===== src/rtl/pwr_mode_pkg.sv =====
package pwr_mode_pkg;
  localparam int CODE_W = 4;
  localparam logic [CODE_W-1:0] MODE_LOW  = 4'b0001;
  localparam logic [CODE_W-1:0] MODE_MID  = 4'b0010;
  localparam logic [CODE_W-1:0] MODE_PLL  = 4'b0100;
  localparam logic [CODE_W-1:0] MODE_TOP  = 4'b1000;

  typedef enum logic [1:0] {
    ST_IDLE  = 2'd0,
    ST_STEP  = 2'd1,
    ST_HOLD2 = 2'd2,
    ST_HOLDB = 2'd3
  } seq_state_t;
endpackage


===== src/rtl/mode_stepper.sv =====
module mode_stepper
  import pwr_mode_pkg::*;
(
  input  logic [CODE_W-1:0] cur,
  input  logic [CODE_W-1:0] tgt,
  output logic [CODE_W-1:0] nxt
);
  always_comb begin
    if (cur > tgt)
      nxt = cur >> 1;
    else if (cur < MODE_LOW)
      nxt = MODE_LOW;
    else
      nxt = cur << 1;
  end
endmodule


===== src/rtl/us_timer.sv =====
module us_timer #(
  parameter int CYC_PER_US = 125,
  parameter int HOLD_US    = 90
) (
  input  logic clk,
  input  logic rst_n,
  input  logic load,
  output logic expire
);
  localparam int PW = (CYC_PER_US > 1) ? $clog2(CYC_PER_US) : 1;
  localparam int UW = (HOLD_US > 1) ? $clog2(HOLD_US) : 1;
  localparam logic [PW-1:0] PRE_LAST = PW'(CYC_PER_US - 1);
  localparam logic [UW-1:0] US_LAST  = UW'(HOLD_US - 1);

  logic [PW-1:0] pre_q;
  logic [UW-1:0] us_q;
  logic          run_q;
  logic          us_tick;

  assign us_tick = run_q && (pre_q == PRE_LAST);
  assign expire  = us_tick && (us_q == US_LAST);

  always_ff @(posedge clk or negedge rst_n) begin
    if (!rst_n) begin
      pre_q <= '0;
      us_q  <= '0;
      run_q <= 1'b0;
    end else if (load) begin
      pre_q <= '0;
      us_q  <= '0;
      run_q <= 1'b1;
    end else if (run_q) begin
      if (us_tick) begin
        pre_q <= '0;
        if (expire) begin
          run_q <= 1'b0;
          us_q  <= '0;
        end else begin
          us_q <= us_q + UW'(1);
        end
      end else begin
        pre_q <= pre_q + PW'(1);
      end
    end
  end
endmodule


===== src/rtl/seq_fsm.sv =====
module seq_fsm
  import pwr_mode_pkg::*;
#(
  parameter int MAX_STEPS = 5
) (
  input  logic              clk,
  input  logic              rst_n,
  input  logic              start,
  input  logic [CODE_W-1:0] target,
  input  logic [CODE_W-1:0] next_code,
  input  logic              tmr_expire,
  output logic [CODE_W-1:0] mode,
  output logic [CODE_W-1:0] tgt_q,
  output logic              tmr_load,
  output logic              pll_a_rst,
  output logic              pll_b_rst,
  output logic              busy,
  output logic              done,
  output logic              walk_capped
);
  localparam int SW = $clog2(MAX_STEPS + 1);
  localparam logic [SW-1:0] STEP_LIMIT = SW'(MAX_STEPS);

  seq_state_t    st_q;
  logic [SW-1:0] steps_q;
  logic [SW-1:0] steps_inc;

  assign steps_inc = steps_q + SW'(1);
  assign busy      = (st_q != ST_IDLE);
  assign tmr_load  = ((st_q == ST_STEP) && (next_code == MODE_PLL)) ||
                     ((st_q == ST_HOLD2) && tmr_expire);

  always_ff @(posedge clk or negedge rst_n) begin
    if (!rst_n) begin
      st_q        <= ST_IDLE;
      mode        <= MODE_LOW;
      tgt_q       <= MODE_LOW;
      steps_q     <= '0;
      pll_a_rst   <= 1'b0;
      pll_b_rst   <= 1'b0;
      done        <= 1'b0;
      walk_capped <= 1'b0;
    end else begin
      done <= 1'b0;
      unique case (st_q)
        ST_IDLE: begin
          if (start) begin
            tgt_q       <= target;
            walk_capped <= 1'b0;
            steps_q     <= '0;
            if (target == mode) done <= 1'b1;
            else                st_q <= ST_STEP;
          end
        end
        ST_STEP: begin
          mode    <= next_code;
          steps_q <= steps_inc;
          if (next_code == MODE_PLL) begin
            pll_a_rst <= 1'b1;
            pll_b_rst <= 1'b1;
            st_q      <= ST_HOLD2;
          end else if ((next_code == tgt_q) || (steps_inc == STEP_LIMIT)) begin
            st_q        <= ST_IDLE;
            done        <= 1'b1;
            walk_capped <= (next_code != tgt_q);
          end
        end
        ST_HOLD2: begin
          if (tmr_expire) begin
            pll_a_rst <= 1'b0;
            st_q      <= ST_HOLDB;
          end
        end
        ST_HOLDB: begin
          if (tmr_expire) begin
            pll_b_rst <= 1'b0;
            if ((mode == tgt_q) || (steps_q == STEP_LIMIT)) begin
              st_q        <= ST_IDLE;
              done        <= 1'b1;
              walk_capped <= (mode != tgt_q);
            end else begin
              st_q <= ST_STEP;
            end
          end
        end
        default: st_q <= ST_IDLE;
      endcase
    end
  end
endmodule


===== src/rtl/pwr_mode_seq.sv =====
module pwr_mode_seq
  import pwr_mode_pkg::*;
#(
  parameter int CYC_PER_US = 125,
  parameter int HOLD_US    = 90,
  parameter int MAX_STEPS  = 5
) (
  input  logic       clk,
  input  logic       rst_n,
  input  logic       start,
  input  logic [3:0] target,
  output logic [3:0] mode,
  output logic       pll_a_rst,
  output logic       pll_b_rst,
  output logic       busy,
  output logic       done,
  output logic       walk_capped
);
  logic [CODE_W-1:0] tgt_q;
  logic [CODE_W-1:0] next_code;
  logic              tmr_load;
  logic              tmr_expire;

  mode_stepper u_step (
    .cur (mode),
    .tgt (tgt_q),
    .nxt (next_code)
  );

  us_timer #(
    .CYC_PER_US (CYC_PER_US),
    .HOLD_US    (HOLD_US)
  ) u_tmr (
    .clk    (clk),
    .rst_n  (rst_n),
    .load   (tmr_load),
    .expire (tmr_expire)
  );

  seq_fsm #(
    .MAX_STEPS (MAX_STEPS)
  ) u_fsm (
    .clk         (clk),
    .rst_n       (rst_n),
    .start       (start),
    .target      (target),
    .next_code   (next_code),
    .tmr_expire  (tmr_expire),
    .mode        (mode),
    .tgt_q       (tgt_q),
    .tmr_load    (tmr_load),
    .pll_a_rst   (pll_a_rst),
    .pll_b_rst   (pll_b_rst),
    .busy        (busy),
    .done        (done),
    .walk_capped (walk_capped)
  );
endmodule


===== config.mk =====
export PLATFORM = sky130hd
export DESIGN_NAME = pwr_mode_seq
export DESIGN_NICKNAME = d
export VERILOG_FILES = /design/src/rtl/pwr_mode_pkg.sv /design/src/rtl/mode_stepper.sv /design/src/rtl/us_timer.sv /design/src/rtl/seq_fsm.sv /design/src/rtl/pwr_mode_seq.sv
export SDC_FILE = /design/constraint.sdc
export NUM_CORES = 1
export LEC_CHECK = 0
export BUFFER_PORTS_ARGS = -buffer_cell sky130_fd_sc_hd__buf_2
export CORE_MARGIN = 5
export CORE_UTILIZATION = 35
export CTS_CLUSTER_SIZE = 14
export DETAILED_ROUTE_END_ITERATION = 8
export SLEW_MARGIN = 15
export SYNTH_ARGS = -nofsm -noshare
export SYNTH_HDL_FRONTEND = slang
export SYNTH_SLANG_ARGS = --single-unit

===== constraint.sdc =====
create_clock -name clk -period 6.71 [get_ports clk]
set_input_delay 1.342 -clock clk [delete_from_list [all_inputs] [get_ports clk]]
set_output_delay 1.342 -clock clk [all_outputs]
set_load 0.005 [all_outputs]

==> reports/results.ini <==
[run_status]
status = finished, final reports clean

[global_route]
grt_pass1_vias = 1620
grt_overflow = 0
groute.usage.overall_pct = 13.0
antenna_found_initial = 0
grt_pass1_wl_um = 7940
grt_start_max_net_pins = 33

[timing]
whs_ps = 504
fin_crit_sh_pct = 39.4
finClkSkew_ps = 14.4
drv_slew = 0
slew_headroom_pct = 50.9
tns_ps = 0
setup_viol = 0
timing.fmax_mhz = 379
min_period_ps = 2640
rsz0062_at_grt = no
tightest_slew_ps = 737
hold_viol = 0

[floorplanning]
start_util_pct = 36.0
core_area_um2 = 5920
io_pins = 16
die_y_um = 88.0
die_x_um = 88.0
die_area_um2 = 7750
fp-row-count = 28

[synthesis]
synth-seq-area-share_pct = 37.7
synth-main-ff-cell = dfrtp_1
avgSynthCellArea_um2 = 9.07
synth.most_common_cell = dfrtp_1
syn_nets = 253
yosysWarnings = 0
synth_cells = 235
async_flop_share_pct = 100
synth_edf_count = 0
yosys.area.top_type = dfrtp_1
netlist_area_um2 = 2130
synth_seq_cells = 32
netlist.area_leader.share_pct = 35.2
ys_top_cells_by_area = dfrtp_1 35%, ha_1 6.5%, nand2_1 3.9%, o21ai_0 3.5%, xnor2_1 3.3%
ys_types = 54
synthTopCellsByCount = 30 x dfrtp_1, 22 x nand2_1, 18 x nor2_1

[critical_path]
start_kind = flip-flop
critical_path_required_ps = 5370
cp-end-kind = output port
cp_max_fo = 13
path_class = reg -> out
cp.arrival_ps = 1300

[layout]
multi_input_area_um2 = 1170
final-seq-area_um2 = 803
num-nets-final = 263
drive_above_1_share_pct = 15.9
fill_cells = 580
antennaDiodeCount = 0
area_delta_synth_final_pct = 9.28

[power_and_ir_drop]
p_leak_uw = 0.00102
p_sw_uw = 456
internal-power_uw = 615
irDropWorstVdd_mv = 0.174
clockPowerShare_pct = 19.7
total_power_uw = 1070
pwr-share-seq_pct = 33.4
p_comb_share_pct = 46.8
power.density_nw_per_um2 = 460
swShare_pct = 42.6

[placement]
place_congestion = 0.852
numPortBuffers = 15
post-dp-hpwl_um = 3210

[detailed_routing]
drtIter0Drc = 104
postRouteAntennaNets = 0
drc = 0
firstDrtPassIters = 4
wl_um = 4650
routed_via_density = 5.30
num_vias = 1702
wl_per_cell_um = 14.5

[clocking]
clkTransAtPathRegs_ps = 80
cts_htree_levels = 2
clkLatencyLatePin_ps = 300
cts_buffer_depth = 2
cts-resized-gates = 0
numCtsBuffers = 5
holdBufCountCts = 0
cts_tree = built
clkSinkCount = 32
post_cts_buffers = 0
root_buffer = clkbuf_8

[flow_run]
cap_violations = 0

[hold_path]
min_path_type = reg -> reg

==> registers in the layout, summed over array words and instances (netlist names), named ones only <==
signal / flops
u_fsm.done: 1
u_fsm.mode: 4
u_fsm.pll_a_rst: 1
u_fsm.pll_b_rst: 1
u_fsm.st_q: 1
u_fsm.steps_q: 3
u_fsm.tgt_q: 4
u_fsm.walk_capped: 1
u_tmr.pre_q: 7
u_tmr.run_q: 1
u_tmr.us_q: 7
==> final cells by class <==
type,instances,share of cell area [%]
sequential,32,34.5
clock buffer,7,4.14
multi-input combinational,177,50.4
inverter,13,2.10
timing repair buffer,16,3.55
clock inverter,1,1.29
tap,75,4.03
==> routing by layer <==
| metal | track usage [%] | wire length [µm] |
|---|---|---|
| met5 | 0 | 0 |
| met4 | 4.12 | 53 |
| met3 | 2.92 | 165 |
| met2 | 20.5 | 2140 |
| met1 | 17.8 | 2290 |
==> cells in the final DEF, fill, tap and decap left out, types with 6 or more instances in the layout <==
cell       n
nand2_1   22
buf_2     15
nor2_1    18
and3_1     6
inv_1     13
o21ai_0   15
xor2_1     7
dfrtp_1   30
nand3_1    9
xnor2_1    8
clkbuf_8   7
nor3_1    10
a21oi_1   13
ha_1      11
==> stage by stage <==
step | setup WS [ps] | instance area (µm²) | utilization, % | instances
3_3_place_gp | 4220 | 2200 | 37.2 | 313
2_1_floorplan | 4320 | 2130 | - | 235
4_1_cts | 4050 | 2330 | 39.3 | 321
3_5_place_dp | 4120 | 2200 | 37.2 | 313
6_report | 4070 | 2330 | 39.3 | 321
5_1_grt | 3840 | 2330 | 39.3 | 321
==> worst max-delay path, cell delays in order, from the launching register on <==
cell     delay (ps)
dfrtp_1         530
or2_2           350
buf_2           130
==> cell families after synthesis <==
kind of cell	synth area share, %
flip-flops	37.7
buffers and inverters	7.22
AO/OA/AOI/OAI	16.6
adder cells (fa/ha/maj)	6.46
AND/OR/NAND/NOR	23.8
XOR/XNOR	6.17
multiplexers	2.00
==> power groups by stage <==
| stage | registers (µW) | clock network [µW] | logic (µW) |
|---|---|---|---|
| after floorplan | 310 | 0 | 467 |
| after global placement | 360 | 0 | 492 |
| after detailed placement | 361 | 0 | 497 |
| after CTS | 358 | 216 | 502 |
| after global routing | 369 | 224 | 564 |
| final | 358 | 211 | 502 |
==> worst paths after layout <==
path	start	to	slack (ps)	cells past startpoint
setup / recovery	u_fsm.st_q[0]$_DFFE_PN0P_	busy	4070	2
hold / removal	u_fsm.pll_a_rst$_DFFE_PN0P_	u_fsm.pll_a_rst$_DFFE_PN0P_	500	2
setup reg to reg	u_fsm.mode[0]$_DFFE_PN1P_	u_fsm.walk_capped$_DFFE_PN0P_	4090	9
hold reg to reg	u_fsm.pll_a_rst$_DFFE_PN0P_	u_fsm.pll_a_rst$_DFFE_PN0P_	500	2
max in group asynchronous	rst_n	u_tmr.pre_q[6]$_DFFE_PN0P_	5120	1
min in group asynchronous	rst_n	u_fsm.tgt_q[2]$_DFFE_PN0P_	1100	1
No activity file was read; power rests on OpenSTA's default activity.
